`config.mk`:
```
export PLATFORM = sky130hd
export DESIGN_NAME = irq_level_resolver
export DESIGN_NICKNAME = d
export VERILOG_FILES = /design/src/rtl/ilr_pkg.sv /design/src/rtl/ilr_csr.sv /design/src/rtl/ilr_encode.sv /design/src/rtl/ilr_arm.sv /design/src/rtl/irq_level_resolver.sv
export SDC_FILE = /design/constraint.sdc
export NUM_CORES = 1
export LEC_CHECK = 0
export BUFFER_PORTS_ARGS = -buffer_cell sky130_fd_sc_hd__buf_2
export CORE_MARGIN = 2
export CORE_UTILIZATION = 40
export CTS_BUF_LIST = sky130_fd_sc_hd__clkbuf_8
export DETAILED_ROUTE_END_ITERATION = 10
export GPL_TIMING_DRIVEN = 0
export PLACE_DENSITY_LB_ADDON = 0.08
export REMOVE_ABC_BUFFERS = 1
export SYNTH_ARGS = -nofsm -noshare
export SYNTH_HDL_FRONTEND = slang
export SYNTH_SLANG_ARGS = --single-unit
```
`constraint.sdc`:
```
create_clock -name clk -period 3.9 [get_ports clk]
set_clock_uncertainty 0.05 [all_clocks]
set_input_delay 0.975 -clock clk [delete_from_list [all_inputs] [get_ports clk]]
set_output_delay 0.975 -clock clk [all_outputs]
set_load 0.1 [all_outputs]
```
`src/rtl/ilr_pkg.sv`:
```
package ilr_pkg;
  localparam int VEC_W = 32;
  localparam int LVL_W = 5;

  typedef logic [VEC_W-1:0] vec_t;
  typedef logic [LVL_W-1:0] lvl_t;

  // mask with bits lo..hi-1 set
  function automatic vec_t span_mask(input int lo, input int hi);
    vec_t m;
    m = '0;
    for (int i = 0; i < VEC_W; i++)
      if (i >= lo && i < hi) m[i] = 1'b1;
    return m;
  endfunction

  // level of highest set bit in lo..hi-1, as (bit - base); 0 when none
  function automatic lvl_t top_level(input vec_t v, input int lo, input int hi, input int base);
    lvl_t l;
    l = '0;
    for (int i = 0; i < VEC_W; i++)
      if (i >= lo && i < hi && v[i]) l = lvl_t'(i - base);
    return l;
  endfunction
endpackage

```
`src/rtl/ilr_csr.sv`:
```
module ilr_csr
  import ilr_pkg::*;
#(
  parameter int SW_LO = 4,
  parameter int SW_HI = 19
) (
  input  logic clk,
  input  logic rst_n,
  input  logic sw_wr_en,
  input  vec_t sw_wr_data,
  input  logic ipl_wr_en,
  input  lvl_t ipl_wr_data,
  output vec_t sw_q,
  output lvl_t ipl_q
);
  localparam vec_t SW_MASK = span_mask(SW_LO, SW_HI);

  always_ff @(posedge clk) begin
    if (!rst_n) begin
      sw_q  <= '0;
      ipl_q <= '0;
    end else begin
      if (sw_wr_en)  sw_q  <= sw_wr_data & SW_MASK;
      if (ipl_wr_en) ipl_q <= ipl_wr_data;
    end
  end

  p_sw_mask_r2: assert property (@(posedge clk) disable iff (!rst_n)
    (sw_q & ~SW_MASK) == '0);
endmodule

```
`src/rtl/ilr_encode.sv`:
```
module ilr_encode
  import ilr_pkg::*;
#(
  parameter int LO   = 4,
  parameter int HI   = 19,
  parameter int BASE = 3
) (
  input  vec_t req,
  output vec_t pend,
  output lvl_t level,
  output logic any
);
  vec_t mask;
  for (genvar g = 0; g < VEC_W; g++) begin : g_mask
    if (g >= LO && g < HI) begin : g_in
      assign mask[g] = 1'b1;
    end else begin : g_out
      assign mask[g] = 1'b0;
    end
  end

  assign pend  = req & mask;
  assign level = top_level(pend, LO, HI, BASE);
  assign any   = |pend;

  always_comb begin
    a_level_any_r3: assert ((level != '0) == any);
  end
endmodule

```
`src/rtl/ilr_arm.sv`:
```
module ilr_arm (
  input  logic clk,
  input  logic rst_n,
  input  logic rei_i,
  input  logic priv_i,
  output logic armed,
  output logic rearm
);
  assign rearm = rei_i & priv_i;

  always_ff @(posedge clk) begin
    if (!rst_n)     armed <= 1'b0;
    else if (rearm) armed <= 1'b1;
    else if (armed) armed <= 1'b0;
  end

  p_eval_clears_r8: assert property (@(posedge clk) disable iff (!rst_n)
    armed && !rearm |=> !armed);
  p_rearm_wins_r9: assert property (@(posedge clk) disable iff (!rst_n)
    rearm |=> armed);
  p_unpriv_ignored_r8: assert property (@(posedge clk) disable iff (!rst_n)
    !armed && !rearm |=> !armed);
endmodule

```
`src/rtl/irq_level_resolver.sv`:
```
module irq_level_resolver
  import ilr_pkg::*;
#(
  parameter int SW_LO  = 4,
  parameter int SW_HI  = 19,
  parameter int EXT_LO = 20,
  parameter int EXT_HI = 31
) (
  input  logic              clk,
  input  logic              rst_n,
  input  logic              sw_wr_en,
  input  logic [VEC_W-1:0]  sw_wr_data,
  input  logic              ipl_wr_en,
  input  logic [LVL_W-1:0]  ipl_wr_data,
  input  logic [VEC_W-1:0]  ext_req,
  input  logic              rei_i,
  input  logic              priv_i,
  output logic              trap_o,
  output logic [VEC_W-1:0]  summary_o,
  output logic [LVL_W-1:0]  level_o,
  output logic [VEC_W-1:0]  sw_req_o,
  output logic [LVL_W-1:0]  ipl_o
);
  localparam int SW_BASE = SW_LO - 1;

  vec_t sw_q, sw_pend, ext_pend, sum_now;
  lvl_t ipl_q, sw_lvl, ext_lvl, lvl_now;
  logic sw_any, ext_any, armed, rearm;
  logic eval_fire, take_trap;
  logic trap_q;
  vec_t summary_q;
  lvl_t level_q;

  ilr_csr #(.SW_LO(SW_LO), .SW_HI(SW_HI)) u_csr (
    .clk(clk), .rst_n(rst_n),
    .sw_wr_en(sw_wr_en), .sw_wr_data(sw_wr_data),
    .ipl_wr_en(ipl_wr_en), .ipl_wr_data(ipl_wr_data),
    .sw_q(sw_q), .ipl_q(ipl_q)
  );

  ilr_encode #(.LO(SW_LO), .HI(SW_HI), .BASE(SW_BASE)) u_sw_enc (
    .req(sw_q), .pend(sw_pend), .level(sw_lvl), .any(sw_any)
  );

  ilr_encode #(.LO(EXT_LO), .HI(EXT_HI), .BASE(0)) u_ext_enc (
    .req(ext_req), .pend(ext_pend), .level(ext_lvl), .any(ext_any)
  );

  ilr_arm u_arm (
    .clk(clk), .rst_n(rst_n), .rei_i(rei_i), .priv_i(priv_i),
    .armed(armed), .rearm(rearm)
  );

  // external requests override the software choice
  assign lvl_now   = ext_any ? ext_lvl : sw_lvl;
  assign sum_now   = sw_pend | ext_pend;
  assign eval_fire = armed;
  assign take_trap = eval_fire && (lvl_now != '0) && (lvl_now > ipl_q);

  always_ff @(posedge clk) begin
    if (!rst_n) begin
      trap_q    <= 1'b0;
      summary_q <= '0;
      level_q   <= '0;
    end else begin
      trap_q <= take_trap;
      if (take_trap) begin
        summary_q <= sum_now;
        level_q   <= lvl_now;
      end
    end
  end

  assign trap_o    = trap_q;
  assign summary_o = summary_q;
  assign level_o   = level_q;
  assign sw_req_o  = sw_q;
  assign ipl_o     = ipl_q;

  p_trap_needs_arm_r7: assert property (@(posedge clk) disable iff (!rst_n)
    trap_o |-> $past(armed));
  p_level_above_ipl_r6: assert property (@(posedge clk) disable iff (!rst_n)
    trap_o |-> (level_o != '0) && (level_o > $past(ipl_q)));
  p_status_hold_r6: assert property (@(posedge clk) disable iff (!rst_n)
    !trap_o |-> $stable(level_o) && $stable(summary_o));
  p_level_in_summary_r5: assert property (@(posedge clk) disable iff (!rst_n)
    trap_o && (level_o >= lvl_t'(EXT_LO)) |-> summary_o[level_o]);
  p_ext_override_r4: assert property (@(posedge clk) disable iff (!rst_n)
    eval_fire && ext_any |=> !trap_o || (level_o >= lvl_t'(EXT_LO)));
endmodule

```
==> parameters.txt <==
Parameter                              Value

Yosys
  Sequential fraction of the synthesis area    0.401
  Post-synthesis instance total    303
  Post-synth EDFFs    0
  Count of distinct cell types in the synthesized netlist    44
  Average instance area after synthesis    8.73 sq um
  Seq cells post-synth    between 50 and 60
  YS warnings    0
  Async S/R FF share, synth    0
  Post-synthesis cell area    2640 sq um
  Top_reg_cell synth    sky130_fd_sc_hd__dfxtp_1

Timing
  Ratio of final minimum period to clock period    0.917
  Maximum clock frequency    ~280 MHz
  Setup Viol. Count Final    0
  Final slew viol count    0
  Min Hold Slack    0.410 ns
  Final number of hold-violating endpoints    0
  Measured slew at the worst slew-check pin    1.04 ns
  Slack of the critical path    0.325 ns
  RSZ-0062 raised after global routing    no
  Relative slew slack    0.306
  Min Clock Period, post-route    3.58 ns
  Final TNS setup    0 ns

Clock tree
  Htree depth    2
  Hold_buf cts    0
  Clock transition time at the flip-flop clock pins of the worst setup and hold paths    ~0.090 ns
  Skew-Pair Late Insertion Delay    0.30 ns
  Number of sinks on the clock net    53
  Post-CTS setup buffer count    0
  Maximum clock path buffer count    2
  Clock buffer count from CTS    5
  TritonCTS clock tree    done
  Library cell used as clock root buffer    sky130_fd_sc_hd__clkbuf_8

Worst hold path
  HP Start    summary_o[24]$_SDFFE_PN0P_
  Terminating pin of the worst hold path    summary_o[24]$_SDFFE_PN0P_
  Kind of path behind the tightest hold check    reg -> reg
  WHS Path Cells    2

Floorplanning
  Number of top-level design ports    150
  Core Footprint    6390 sq um
  Die Outline Area    roughly 7300 sq um
  Die Y-Extent    85.3 um
  Floorplan die width    85.3 um
  Initial core utilization    0.414
  Count of standard-cell rows    29

Placement
  Placed cells    about 450
  Placed Instance Area    3010 sq um
  Placement Setup Slack    -0.629 ns
  Dpl hpwl    4.33 mm
  Number of buffer cells added on primary ports    slightly below 90
  Gpl congestion    between 0.7 and 0.8

Global routing
  GRT Resource Usage Total    0.167
  Pin count of the biggest net entering global routing    38
  Global-route congestion overflow total    0
  Initial antenna violation count    0
  Vias in the first global route    2056
  First-pass GRT wire length    slightly below 10 mm

Worst setup path
  Worst path required time    4.06 ns
  CP max stage cell    sky130_fd_sc_hd__nor4_4
  Worst-case reg-to-reg path depth    11
  Startpoint-to-endpoint class of the critical path    in -> reg
  Critical R2R Launch    u_csr.sw_q[11]$_SDFFE_PN0P_
  Crit path arrival time    3.74 ns
  Endpoint type of the worst setup path    flop
  Type of element launching the critical path    input pin
  Top Family by Delay on Critical Path    compound AO/OA/AOI/OAI gates
  CP Max Fanout    19
  R2R Path End    level_o[2]$_SDFFE_PN0P_
  R2r setup slk    approximately 0.84 ns
  Critical path buffer and inverter count    1
  Slowest cell delay on critical path    0.39 ns
  Critical Path, Cell by Cell    buf_2 > nor4_4 > nand4_1 > a21oi_1 > nor2_1 > ha_1 > nor2b_1 > o21a_1 > o211ai_1 > a21o_4 > nor2_4 > a311oi_1

Power
  PD cells    425 nW/um^2
  LEAKAGE    roughly 1.4 nW
  Maximum resistive drop on vdd    0.208 mV
  Total power draw    1.34 mW

Route
  DRC violations left    0
  TritonRoute pass-1 iters    4
  Via density per instance    4.92
  Routed wirelength normalized by instance count    13.2 um
  Total number of vias    2257
  Antenna Nets Post-Route    0
  1st-iter DRT viols    104
  DRT Wirelength    6.07 mm

Finish
  Synthesis-to-finish area growth    19.2%
  Final Non-Filler Cells    459
  Layout cells sized above 1    0.301
  Fill cells    650
  Post-Layout Inst Area    roughly 3200 sq um
  Final core area utilization    0.494
  Top library cells by usage in the layout, fill and taps aside    sky130_fd_sc_hd__buf_2 (88), sky130_fd_sc_hd__dfxtp_1 (53), sky130_fd_sc_hd__nor2_1 (35)
  Final layout net count    462
  Commonest non-fill, non-tap cell in the layout    sky130_fd_sc_hd__buf_2
  Total inserted antenna cells    0

Status
  Status    finished, final reports clean

Flow run
  Max-capacitance violation count    0
## where the power goes
part | total [mW] | switching (mW) | internal [mW]
Sequential | 0.585 | 0.0225 | 0.562
Clock | 0.360 | 0.173 | 0.187
Combinational | 0.395 | 0.325 | 0.0696
Total | 1.34 | 0.521 | 0.819
## repair_timing
| action | 4_1_cts | 5_1_grt |
|---|---|---|
| setup endpoints to repair | 18 | 30 |
| pin swaps | 0 | 1 |
| cloned | 0 | 1 |
| gates resized for setup | 2 | 5 |
## layout make-up
cell class | instances | area [sq um] | share of cell area
well taps | 77 | 96.3 | 0.0306
inverters | 10 | 37.5 | 0.0119
flip-flops and latches | 53 | 1060 | 0.337
repair buffers | 88 | 440 | 0.140
multi-input cells | 224 | 1410 | 0.448
clock buffers | 5 | 68.8 | 0.0218
clock inverters | 2 | 35.0 | 0.0111
## worst min-delay path, cell delays in order (launching register included)
cell and delay [ns]:
sky130_fd_sc_hd__dfxtp_1 0.32, sky130_fd_sc_hd__nand2_1 0.05, sky130_fd_sc_hd__mux2i_1 0.05
## registers in the layout, summed over array words and instances, names as in the netlist
name	flops
summary_o	26
u_csr.sw_q	15
level_o	5
u_csr.ipl_q	5
trap_o	1
u_arm.armed	1
## worst max path at each step
| stage | startpoint | endpoint | slack [ns] | cells past startpoint |
|---|---|---|---|---|
| 2_1_floorplan | ext_req[20] | level_o[2]$_SDFFE_PN0P_ | 0.20 | 11 |
| 3_3_place_gp | ext_req[20] | level_o[2]$_SDFFE_PN0P_ | -0.58 | 12 |
| 3_5_place_dp | ext_req[20] | level_o[2]$_SDFFE_PN0P_ | -0.63 | 12 |
| 4_1_cts | ext_req[20] | summary_o[24]$_SDFFE_PN0P_ | 0.08 | 12 |
| 5_1_grt | ext_req[24] | level_o[2]$_SDFFE_PN0P_ | 0.02 | 12 |
| 6_report | ext_req[24] | level_o[2]$_SDFFE_PN0P_ | 0.32 | 12 |
## Yosys cell counts, types with 7 or more instances
master	number	area share
sky130_fd_sc_hd__dfxtp_1	53	0.40
sky130_fd_sc_hd__nor2_1	35	0.050
sky130_fd_sc_hd__mux2i_1	34	0.13
sky130_fd_sc_hd__nand2_1	34	0.048
sky130_fd_sc_hd__a21oi_1	24	0.045
sky130_fd_sc_hd__buf_4	24	0.068
sky130_fd_sc_hd__o21ai_0	12	0.023
sky130_fd_sc_hd__inv_1	9	0.013
sky130_fd_sc_hd__nand3_1	9	0.017
sky130_fd_sc_hd__clkbuf_1	7	0.0099
## cell families (layout without fill, tap and decap cells)
group	Yosys count	after routing	synth area share
and+or+nand+nor	106	107	0.212
muxes	34	34	0.129
DFF	53	53	0.401
AOI/OAI and AO/OA	55	55	0.123
adders and majority gates	5	5	0.0237
other	1	23	0.00142
buffers and inverters	49	105	0.110
## per-layer routing
metal	global-route usage	vias to the layer above	wire (um)
met2	0.264	74	2770
li1	-	1156	-
met3	0.0428	4	401
met1	0.223	1023	2840
met4	0.0519	0	68
met5	0	-	0
Note: power is estimated with default switching activity, not from simulation.
